`src/rtl/ebs_pkg.sv`:
```
package ebs_pkg;

    localparam int WAIT_W = 4;
    localparam int DATA_W = 16;
    localparam int BYTE_W = DATA_W / 2;
    localparam int LOW_W  = 16;

    typedef enum logic [2:0] {
        ST_IDLE,
        ST_ADDR,
        ST_DLY,
        ST_STRB,
        ST_RCV
    } ebs_state_e;

    typedef struct packed {
        logic              mux;
        logic              bus8;
        logic [1:0]        aw_sel;
        logic              ale_ext;
        logic [WAIT_W-1:0] waits;
        logic              rw_dly;
        logic              tri_rcv;
        logic              rdy_en;
        logic              rdy_pol;
    } ebs_cfg_t;

    function automatic int aw_bits(input logic [1:0] sel);
        case (sel)
            2'd0:    return 16;
            2'd1:    return 18;
            2'd2:    return 20;
            default: return 24;
        endcase
    endfunction

endpackage

```
`src/rtl/ebs_ctrl.sv`:
```
module ebs_ctrl
    import ebs_pkg::*;
(
    input  logic       clk,
    input  logic       rst,
    input  logic       ext_en,
    input  logic       req_valid,
    input  logic       req_write,
    input  ebs_cfg_t   cfg_in,
    input  logic       rdy_in,
    output ebs_state_e state,
    output ebs_cfg_t   cfg_q,
    output logic       write_q,
    output logic       accept,
    output logic       term,
    output logic       done
);

    logic              ph_extra;
    logic [WAIT_W-1:0] wcnt;
    logic              ready_ok;

    assign accept   = (state == ST_IDLE) && req_valid && ext_en;
    assign ready_ok = !cfg_q.rdy_en || (rdy_in == cfg_q.rdy_pol);
    assign term     = (state == ST_STRB) && (wcnt == '0) && ready_ok;

    always_ff @(posedge clk) begin
        if (rst) begin
            state    <= ST_IDLE;
            cfg_q    <= '0;
            write_q  <= 1'b0;
            ph_extra <= 1'b0;
            wcnt     <= '0;
            done     <= 1'b0;
        end else begin
            done <= term;
            case (state)
                ST_IDLE: begin
                    if (accept) begin
                        cfg_q    <= cfg_in;
                        write_q  <= req_write;
                        ph_extra <= cfg_in.ale_ext;
                        state    <= ST_ADDR;
                    end
                end
                ST_ADDR: begin
                    if (ph_extra) begin
                        ph_extra <= 1'b0;
                    end else begin
                        wcnt  <= cfg_q.waits;
                        state <= cfg_q.rw_dly ? ST_DLY : ST_STRB;
                    end
                end
                ST_DLY: state <= ST_STRB;
                ST_STRB: begin
                    if (wcnt != '0) begin
                        wcnt <= wcnt - 1'b1;
                    end else if (ready_ok) begin
                        state <= (!write_q && cfg_q.tri_rcv) ? ST_RCV : ST_IDLE;
                    end
                end
                ST_RCV:  state <= ST_IDLE;
                default: state <= ST_IDLE;
            endcase
        end
    end

    AST_DONE_ONE_CLOCK: assert property (@(posedge clk) disable iff (rst)
        done |=> !done);
    AST_READY_LEVEL_AT_END: assert property (@(posedge clk) disable iff (rst)
        (done && cfg_q.rdy_en) |-> ($past(rdy_in) == cfg_q.rdy_pol));
    AST_SINGLE_CHIP_IDLE: assert property (@(posedge clk) disable iff (rst)
        (!ext_en && state == ST_IDLE) |=> (state == ST_IDLE));

endmodule

```
`src/rtl/ebs_datapath.sv`:
```
module ebs_datapath
    import ebs_pkg::*;
#(
    parameter int AW = 24
) (
    input  logic              clk,
    input  logic              rst,
    input  logic              accept,
    input  logic              term,
    input  logic [AW-1:0]     req_addr,
    input  logic [DATA_W-1:0] req_wdata,
    input  ebs_state_e        state,
    input  ebs_cfg_t          cfg_q,
    input  logic              write_q,
    input  logic [DATA_W-1:0] ad_in,
    output logic [AW-1:0]     addr_out,
    output logic [DATA_W-1:0] ad_out,
    output logic              ad_oe,
    output logic              ale,
    output logic              rd_n,
    output logic              wr_n,
    output logic [DATA_W-1:0] rdata
);

    localparam logic [AW-1:0] LOW_MASK = AW'({LOW_W{1'b1}});

    logic [AW-1:0]     addr_q;
    logic [DATA_W-1:0] wdata_q;
    logic [AW-1:0]     width_mask;
    logic [AW-1:0]     addr_m;
    logic              addr_live;
    logic              dphase;
    logic              strobe;

    always_ff @(posedge clk) begin
        if (rst) begin
            addr_q  <= '0;
            wdata_q <= '0;
            rdata   <= '0;
        end else begin
            if (accept) begin
                addr_q  <= req_addr;
                wdata_q <= req_wdata;
            end
            if (term && !write_q) begin
                rdata <= cfg_q.bus8 ? {{BYTE_W{1'b0}}, ad_in[BYTE_W-1:0]} : ad_in;
            end
        end
    end

    always_comb begin
        for (int i = 0; i < AW; i++) begin
            width_mask[i] = (i < aw_bits(cfg_q.aw_sel));
        end
    end

    assign addr_m    = addr_q & width_mask;
    assign addr_live = (state == ST_ADDR) || (state == ST_DLY) || (state == ST_STRB);
    assign dphase    = (state == ST_DLY) || (state == ST_STRB);
    assign strobe    = (state == ST_STRB);

    assign ale  = (state == ST_ADDR);
    assign rd_n = !(strobe && !write_q);
    assign wr_n = !(strobe && write_q);

    assign addr_out = !addr_live ? '0 : (cfg_q.mux ? (addr_m & ~LOW_MASK) : addr_m);

    always_comb begin
        ad_out = '0;
        ad_oe  = 1'b0;
        if (ale && cfg_q.mux) begin
            ad_out = addr_m[DATA_W-1:0];
            ad_oe  = 1'b1;
        end else if (dphase && write_q) begin
            ad_out = cfg_q.bus8 ? {{BYTE_W{1'b0}}, wdata_q[BYTE_W-1:0]} : wdata_q;
            ad_oe  = 1'b1;
        end
    end

    AST_READ_NO_DRIVE: assert property (@(posedge clk) disable iff (rst)
        !rd_n |-> !ad_oe);
    AST_ONE_STROBE: assert property (@(posedge clk) disable iff (rst)
        !(!rd_n && !wr_n));
    AST_ALE_STROBES_HIGH: assert property (@(posedge clk) disable iff (rst)
        ale |-> (rd_n && wr_n));
    AST_WRITE_DRIVES: assert property (@(posedge clk) disable iff (rst)
        !wr_n |-> ad_oe);

endmodule

```
`src/rtl/ext_bus_seq.sv`:
```
module ext_bus_seq
    import ebs_pkg::*;
#(
    parameter int AW = 24
) (
    input  logic              clk,
    input  logic              rst,
    input  logic              ext_en,
    input  logic              req_valid,
    input  logic              req_write,
    input  logic [AW-1:0]     req_addr,
    input  logic [15:0]       req_wdata,
    input  logic              cfg_mux,
    input  logic              cfg_bus8,
    input  logic [1:0]        cfg_aw_sel,
    input  logic              cfg_ale_ext,
    input  logic [3:0]        cfg_waits,
    input  logic              cfg_rw_dly,
    input  logic              cfg_tri,
    input  logic              cfg_rdy_en,
    input  logic              cfg_rdy_pol,
    input  logic              rdy_in,
    input  logic [15:0]       ad_in,
    output logic              busy,
    output logic              done,
    output logic [15:0]       rdata,
    output logic              ale,
    output logic              rd_n,
    output logic              wr_n,
    output logic [AW-1:0]     addr_out,
    output logic [15:0]       ad_out,
    output logic              ad_oe
);

    ebs_cfg_t   cfg_in;
    ebs_cfg_t   cfg_q;
    ebs_state_e state;
    logic       write_q;
    logic       accept;
    logic       term;

    always_comb begin
        cfg_in.mux     = cfg_mux;
        cfg_in.bus8    = cfg_bus8;
        cfg_in.aw_sel  = cfg_aw_sel;
        cfg_in.ale_ext = cfg_ale_ext;
        cfg_in.waits   = cfg_waits;
        cfg_in.rw_dly  = cfg_rw_dly;
        cfg_in.tri_rcv = cfg_tri;
        cfg_in.rdy_en  = cfg_rdy_en;
        cfg_in.rdy_pol = cfg_rdy_pol;
    end

    assign busy = (state != ST_IDLE);

    ebs_ctrl u_ctrl (
        .clk       (clk),
        .rst       (rst),
        .ext_en    (ext_en),
        .req_valid (req_valid),
        .req_write (req_write),
        .cfg_in    (cfg_in),
        .rdy_in    (rdy_in),
        .state     (state),
        .cfg_q     (cfg_q),
        .write_q   (write_q),
        .accept    (accept),
        .term      (term),
        .done      (done)
    );

    ebs_datapath #(.AW(AW)) u_dp (
        .clk       (clk),
        .rst       (rst),
        .accept    (accept),
        .term      (term),
        .req_addr  (req_addr),
        .req_wdata (req_wdata),
        .state     (state),
        .cfg_q     (cfg_q),
        .write_q   (write_q),
        .ad_in     (ad_in),
        .addr_out  (addr_out),
        .ad_out    (ad_out),
        .ad_oe     (ad_oe),
        .ale       (ale),
        .rd_n      (rd_n),
        .wr_n      (wr_n),
        .rdata     (rdata)
    );

    AST_BUSY_AFTER_ACCEPT: assert property (@(posedge clk) disable iff (rst)
        accept |=> (busy && ale));

endmodule

```
`config.mk`:
```
export PLATFORM = sky130hd
export DESIGN_NAME = ext_bus_seq
export DESIGN_NICKNAME = d
export VERILOG_FILES = /design/src/rtl/ebs_pkg.sv /design/src/rtl/ebs_ctrl.sv /design/src/rtl/ebs_datapath.sv /design/src/rtl/ext_bus_seq.sv
export SDC_FILE = /design/constraint.sdc
export NUM_CORES = 1
export LEC_CHECK = 0
export ABC_CLOCK_PERIOD_IN_PS = 3200
export BUFFER_PORTS_ARGS = -buffer_cell sky130_fd_sc_hd__buf_2
export CAP_MARGIN = 30
export CORE_AREA = 3 3 99 101
export CTS_BUF_LIST = sky130_fd_sc_hd__clkbuf_4
export DETAILED_ROUTE_END_ITERATION = 8
export DIE_AREA = 0 0 102 104
export GPL_TIMING_DRIVEN = 0
export PLACE_DENSITY = 0.77
export SETUP_SLACK_MARGIN = 0.02
export SYNTH_ARGS = -nofsm -noshare
export SYNTH_HDL_FRONTEND = slang
export SYNTH_HIERARCHICAL = 1
export SYNTH_SLANG_ARGS = --single-unit
```
`constraint.sdc`:
```
create_clock -name clk -period 3.2 [get_ports clk]
set_input_delay 0.16 -clock clk [delete_from_list [all_inputs] [get_ports clk]]
set_output_delay 0.16 -clock clk [all_outputs]
set_load 0.02 [all_outputs]
```
== Yosys cells after proc, flatten, opt, wreduce, memory -nomap -nowiden ==
Cells that the tools add are included.

* Register bits after elaboration: 78
* Output and inout bits: 62
* Bits of input ports: 75
* Word-level logic and storage cells: 103

* Order comparisons: 24
* Reduce and logical (&&, ||, !) cells: 29
* Add/sub/neg operators: 1
* Eq/ne operators: 11
* Muxes and demuxes: 21
* Bitwise gates (word level): 1

{| class="wikitable"
|+ Operators with widths
! cell !! number
|-
| $mux 16 || 5
|-
| $lt 4x5->1 const A || 8
|-
| $lt 5x5->1 const A || 8
|-
| $and 24x24->24 || 1
|-
| $mux 24 || 1
|-
| $lt 3x5->1 const A || 4
|-
| $mux 3 || 5
|-
| $pmux 3 s4 || 1
|-
| $pmux 4 s3 || 1
|-
| $logic_and 1x1->1 || 10
|-
| $lt 1x5->1 const A || 2
|-
| $lt 2x5->1 const A || 2
|-
| $ne 2x2->1 const B || 5
|-
| $mux 4 || 2
|-
| $pmux 4 s2 || 1
|-
| $eq 3x2->1 const B || 2
|-
| $logic_not 1->1 || 4
|-
| $logic_not 4->1 || 1
|-
| $logic_or 1x1->1 || 4
|-
| $mux 1 || 4
|-
| $reduce_and 2->1 || 2
|-
| $reduce_and 4->1 || 1
|-
| $reduce_bool 2->1 || 2
|-
| $reduce_bool 4->1 || 1
|-
| 10 further kinds || 10
|}

== Longest topological paths before layout ==
* Word-level depth: 6
* Mapped depth: 9
* Depth with buffers taken out: 7

== Modules after synthesis ==
Netlist, hierarchy kept.

{| class="wikitable"
|+ Modules (own cells, without submodules)
! module !! times used !! area an instance (µm²) !! cells an instance !! seq. area each (µm²)
|-
| ebs_datapath || 1 || 2,403.6 || 259 || 1,121.1
|-
| ebs_ctrl || 1 || 1,091.0 || 125 || 460.4
|-
| ext_bus_seq || 1 || 6.3 || 1 || 0.0
|}

== Worst setup path before layout ==
No wires, ideal clock.

* Path kind: register to register
* Start: register u_ctrl.wcnt[0]
* End: register u_dp.rdata[13]
* Period minus slack after synthesis: 1,938 ps
* Cell stages (with the launch flop): 10
* Library setup time: 70 ps
* Arrival time: 1,868 ps
* Path buffers: 2
* Slack: 1,262 ps
* Data required time: 3,130 ps
* Path through: dfxtp_1 > inv_1 > ha_1 > or3b_4 > a211oi_1 > nor2b_1 > clkbuf_2 > buf_2 > nand3b_1 > a21oi_1

* Longest elaborated chain between the ends: 4

{| class="wikitable"
|+ Ends and longest elaborated chain
! element !! RTL line !! RTL
|-
| from (decl) || ebs_ctrl.sv:20 || <nowiki>logic [WAIT_W-1:0] wcnt;</nowiki>
|-
| from (signal assigned) || ebs_ctrl.sv:50 || <nowiki>wcnt <= cfg_q.waits;</nowiki>
|-
| from (signal assigned) || ebs_ctrl.sv:57 || <nowiki>wcnt <= wcnt - 1'b1;</nowiki>
|-
| $logic_not 4->1 || ebs_ctrl.sv:25 || <nowiki>assign term = (state == ST_STRB) && (wcnt == '0) && ready_ok;</nowiki>
|-
| $logic_and 1x1->1 (2 in a row) || ebs_ctrl.sv:25 ||
|-
| via term || ext_bus_seq.sv:40 || <nowiki>logic term;</nowiki>
|-
| $logic_and 1x1->1 || ebs_datapath.sv:45 || <nowiki>if (term && !write_q) begin</nowiki>
|-
| to (signal assigned) || ebs_datapath.sv:46 || <nowiki>rdata <= cfg_q.bus8 ? {{BYTE_W{1'b0}}, ad_in[BYTE_W-1:0]} : ad_in;</nowiki>
|-
| to (decl) || ebs_datapath.sv:22 || <nowiki>output logic [DATA_W-1:0] rdata</nowiki>
|}

The timed path passes the listed nets, and every way through them passes these cells.
A chain may end at the register's enable or synchronous reset.

== Worst setup path in the final report ==
* Start: register u_ctrl.state[1]
* End: register u_dp.rdata[13]

* Longest elaborated chain between the ends: 4

{| class="wikitable"
|+ Ends and longest elaborated chain
! element !! RTL line !! RTL
|-
| from (decl) || ebs_ctrl.sv:11 || <nowiki>output ebs_state_e state,</nowiki>
|-
| from (signal assigned) || ebs_ctrl.sv:51 || <nowiki>state <= cfg_q.rw_dly ? ST_DLY : ST_STRB;</nowiki>
|-
| from (signal assigned) || ebs_ctrl.sv:59 || <nowiki>state <= (!write_q && cfg_q.tri_rcv) ? ST_RCV : ST_IDLE;</nowiki>
|-
| $eq 3x2->1 || ebs_ctrl.sv:25 ||
|-
| $logic_and 1x1->1 (2 in a row) || ebs_ctrl.sv:25 ||
|-
| via term || ext_bus_seq.sv:40 ||
|-
| $logic_and 1x1->1 || ebs_datapath.sv:45 ||
|}

The timed path passes the listed nets, and every way through them passes these cells.

==> results_dict.tcl <==
set metrics [dict create \
    tightestPinTransition_ps 518 \
    synth_nets 458 \
    final_cells 714 \
    r2r_slack_ps 860 \
    grt_max_degree 14 \
    path_class "reg -> reg" \
    hold_viol_final 0 \
    die_x_um 102 \
    drtIter0Drc 91 \
    start_util 0.381 \
    num_rows 35 \
    tritoncts "yes" \
    antennaDiodeCount 0 \
    fill_cells 827 \
    drive_above_1_share 0.292 \
    end_kind "flip-flop" \
    postCtsSetupRepairBufs 0 \
    cts_buffers 9 \
    cp.required_ps 3530 \
    wl_per_cell_um 14.7 \
    via_count 3611 \
    avgSynthCellArea_um2 9.09 \
    cp_slowest_cell "dfxtp_1" \
    most-common-layout-cells "buf_2, dfxtp_1, dlygate4sd3_1" \
    ant_nets 0 \
    min_period_ps 2340 \
    multiInputGateArea_um2 1740 \
    clk_pin_slew_ps 130 \
    grt_pass1_wl_um 17100 \
    tns_ps 0 \
    max_freq_mhz 428 \
    outcome "completed" \
    seqCellArea_um2 1560 \
    grt_use_total 0.198 \
    cap_violations 0 \
    fp.dieH_um 104 \
    min_path_cells 3 \
    io_pins 137 \
    antenna_found_initial 0 \
    firstDrtPassIters 4 \
    cp-start-kind "flip-flop" \
    die_area_um2 10600 \
    synthCells 382 \
    wirelength_um 10500 \
    path_cells "buf_2, nand3b_1, a211oi_1, nor2b_1, clkbuf_2, buf_2, nand3b_1, a21oi_1" \
    drc 0 \
    clock-sinks 78 \
    core_area_um2 9110 \
    cp-startpoint "u_ctrl/state[1]" \
    rr_startpoint "u_ctrl/state[1]" \
    slew_headroom 0.646 \
    r2r_cells 8 \
    portBuffers 136 \
    cts_buffer_depth 2 \
    powerDensity_nw_per_um2 422 \
    drv_slew 0 \
    ir_drop_uv 221 \
    cellLeakagePower_uw 0.00229 \
    cp_data_arrival_time_ps 2670 \
    areaGrowthSynthToFinish_pct 48.2 \
    hpwlAfterDp_um 7070 \
    timing.final.crit_share 0.731 \
    post-place-cells 629 \
    rsz0062_at_grt "no" \
    nets 674 \
    max_stage_delay_ps 550 \
    grt_pass1_vias 3728 \
    hold_path.class "in -> reg" \
    gp_congestion 0.785 \
    vias_per_cell 5.06 \
    setup_violations 0 \
    final_common_cell "buf_2" \
    finalClockSkew_ps 16.0 \
    htree_levels 3 \
    synth_area_um2 3470 \
    clock_latency_ps 400 \
    crit_fanout 10 \
    ys_warn_count 6 \
    hold_start "cfg_ale_ext" \
    clock-root-buffer "clkbuf_4" \
    overflow 0 \
]
final timing paths:
| kind | end |
|---|---|
| hold / removal | u_ctrl/ph_extra |
| setup reg to reg | u_dp/rdata[13] |
| hold reg to reg | u_dp/rdata[0] |
| setup / recovery | u_dp/rdata[13] |
report_power, final:
part           total (uW)  switching (uW)  internal (uW)
sequential           1070            43.7           1020
clock                 662             338            325
combinational         444             232            212
total                2170             613           1560
critical path: cells and delay by family, from the launching register on:
| kind | cells | cell delay (ps) |
|---|---|---|
| DFF | 1 | 550 |
| AOI/OAI and AO/OA | 2 | 460 |
| buffers and inverters | 3 | 690 |
| and+or+nand+nor | 3 | 570 |
area by class of cell:
type / instances / area share
Tap cell: 111 / 0.0270
Multi-Input combinational cell: 268 / 0.338
Clock buffer: 10 / 0.0146
Clock inverter: 6 / 0.0168
Buffer: 29 / 0.0282
Timing Repair Buffer: 205 / 0.267
Sequential cell: 78 / 0.304
Inverter: 7 / 0.00511
through the flow:
step	area, um2	total power, uW	hold slack (ps)	worst slack (ps)	util
after global routing	5140	2290	6.88	608	0.565
final	5140	2170	33.7	861	0.565
after detailed placement	4290	1460	404	899	0.471
after global placement	4290	1450	396	942	0.471
after floorplan	3470	1330	238	1260	-
after CTS	5140	2200	4.82	862	0.565
timing repair:
| item | CTS | global route |
|---|---|---|
| resized for setup | 0 | 0 |
| endpoints found under the setup margin | 0 | 0 |
| hold buffers | 69 | 0 |
| endpoints found under the hold margin | 69 | 0 |
state kept, by name, summed over array words and instances, names as in the netlist:
signal           cells
u_dp/rdata          16
u_ctrl/write_q       1
u_ctrl/state         3
u_dp/addr_q         24
u_dp/wdata_q        16
u_ctrl/done          1
u_ctrl/wcnt          4
u_ctrl/ph_extra      1
u_ctrl/cfg_q        12
metal layers:
layer  vias to the layer above  global-route usage  share of wire
met1                      1677               0.227           0.42
li1                       1772                   -              -
met4                         0              0.0900          0.025
met3                        26              0.0342          0.051
met5                         -                   0              0
met2                       136               0.351           0.50
Note: power is estimated with default switching activity, not from simulation.
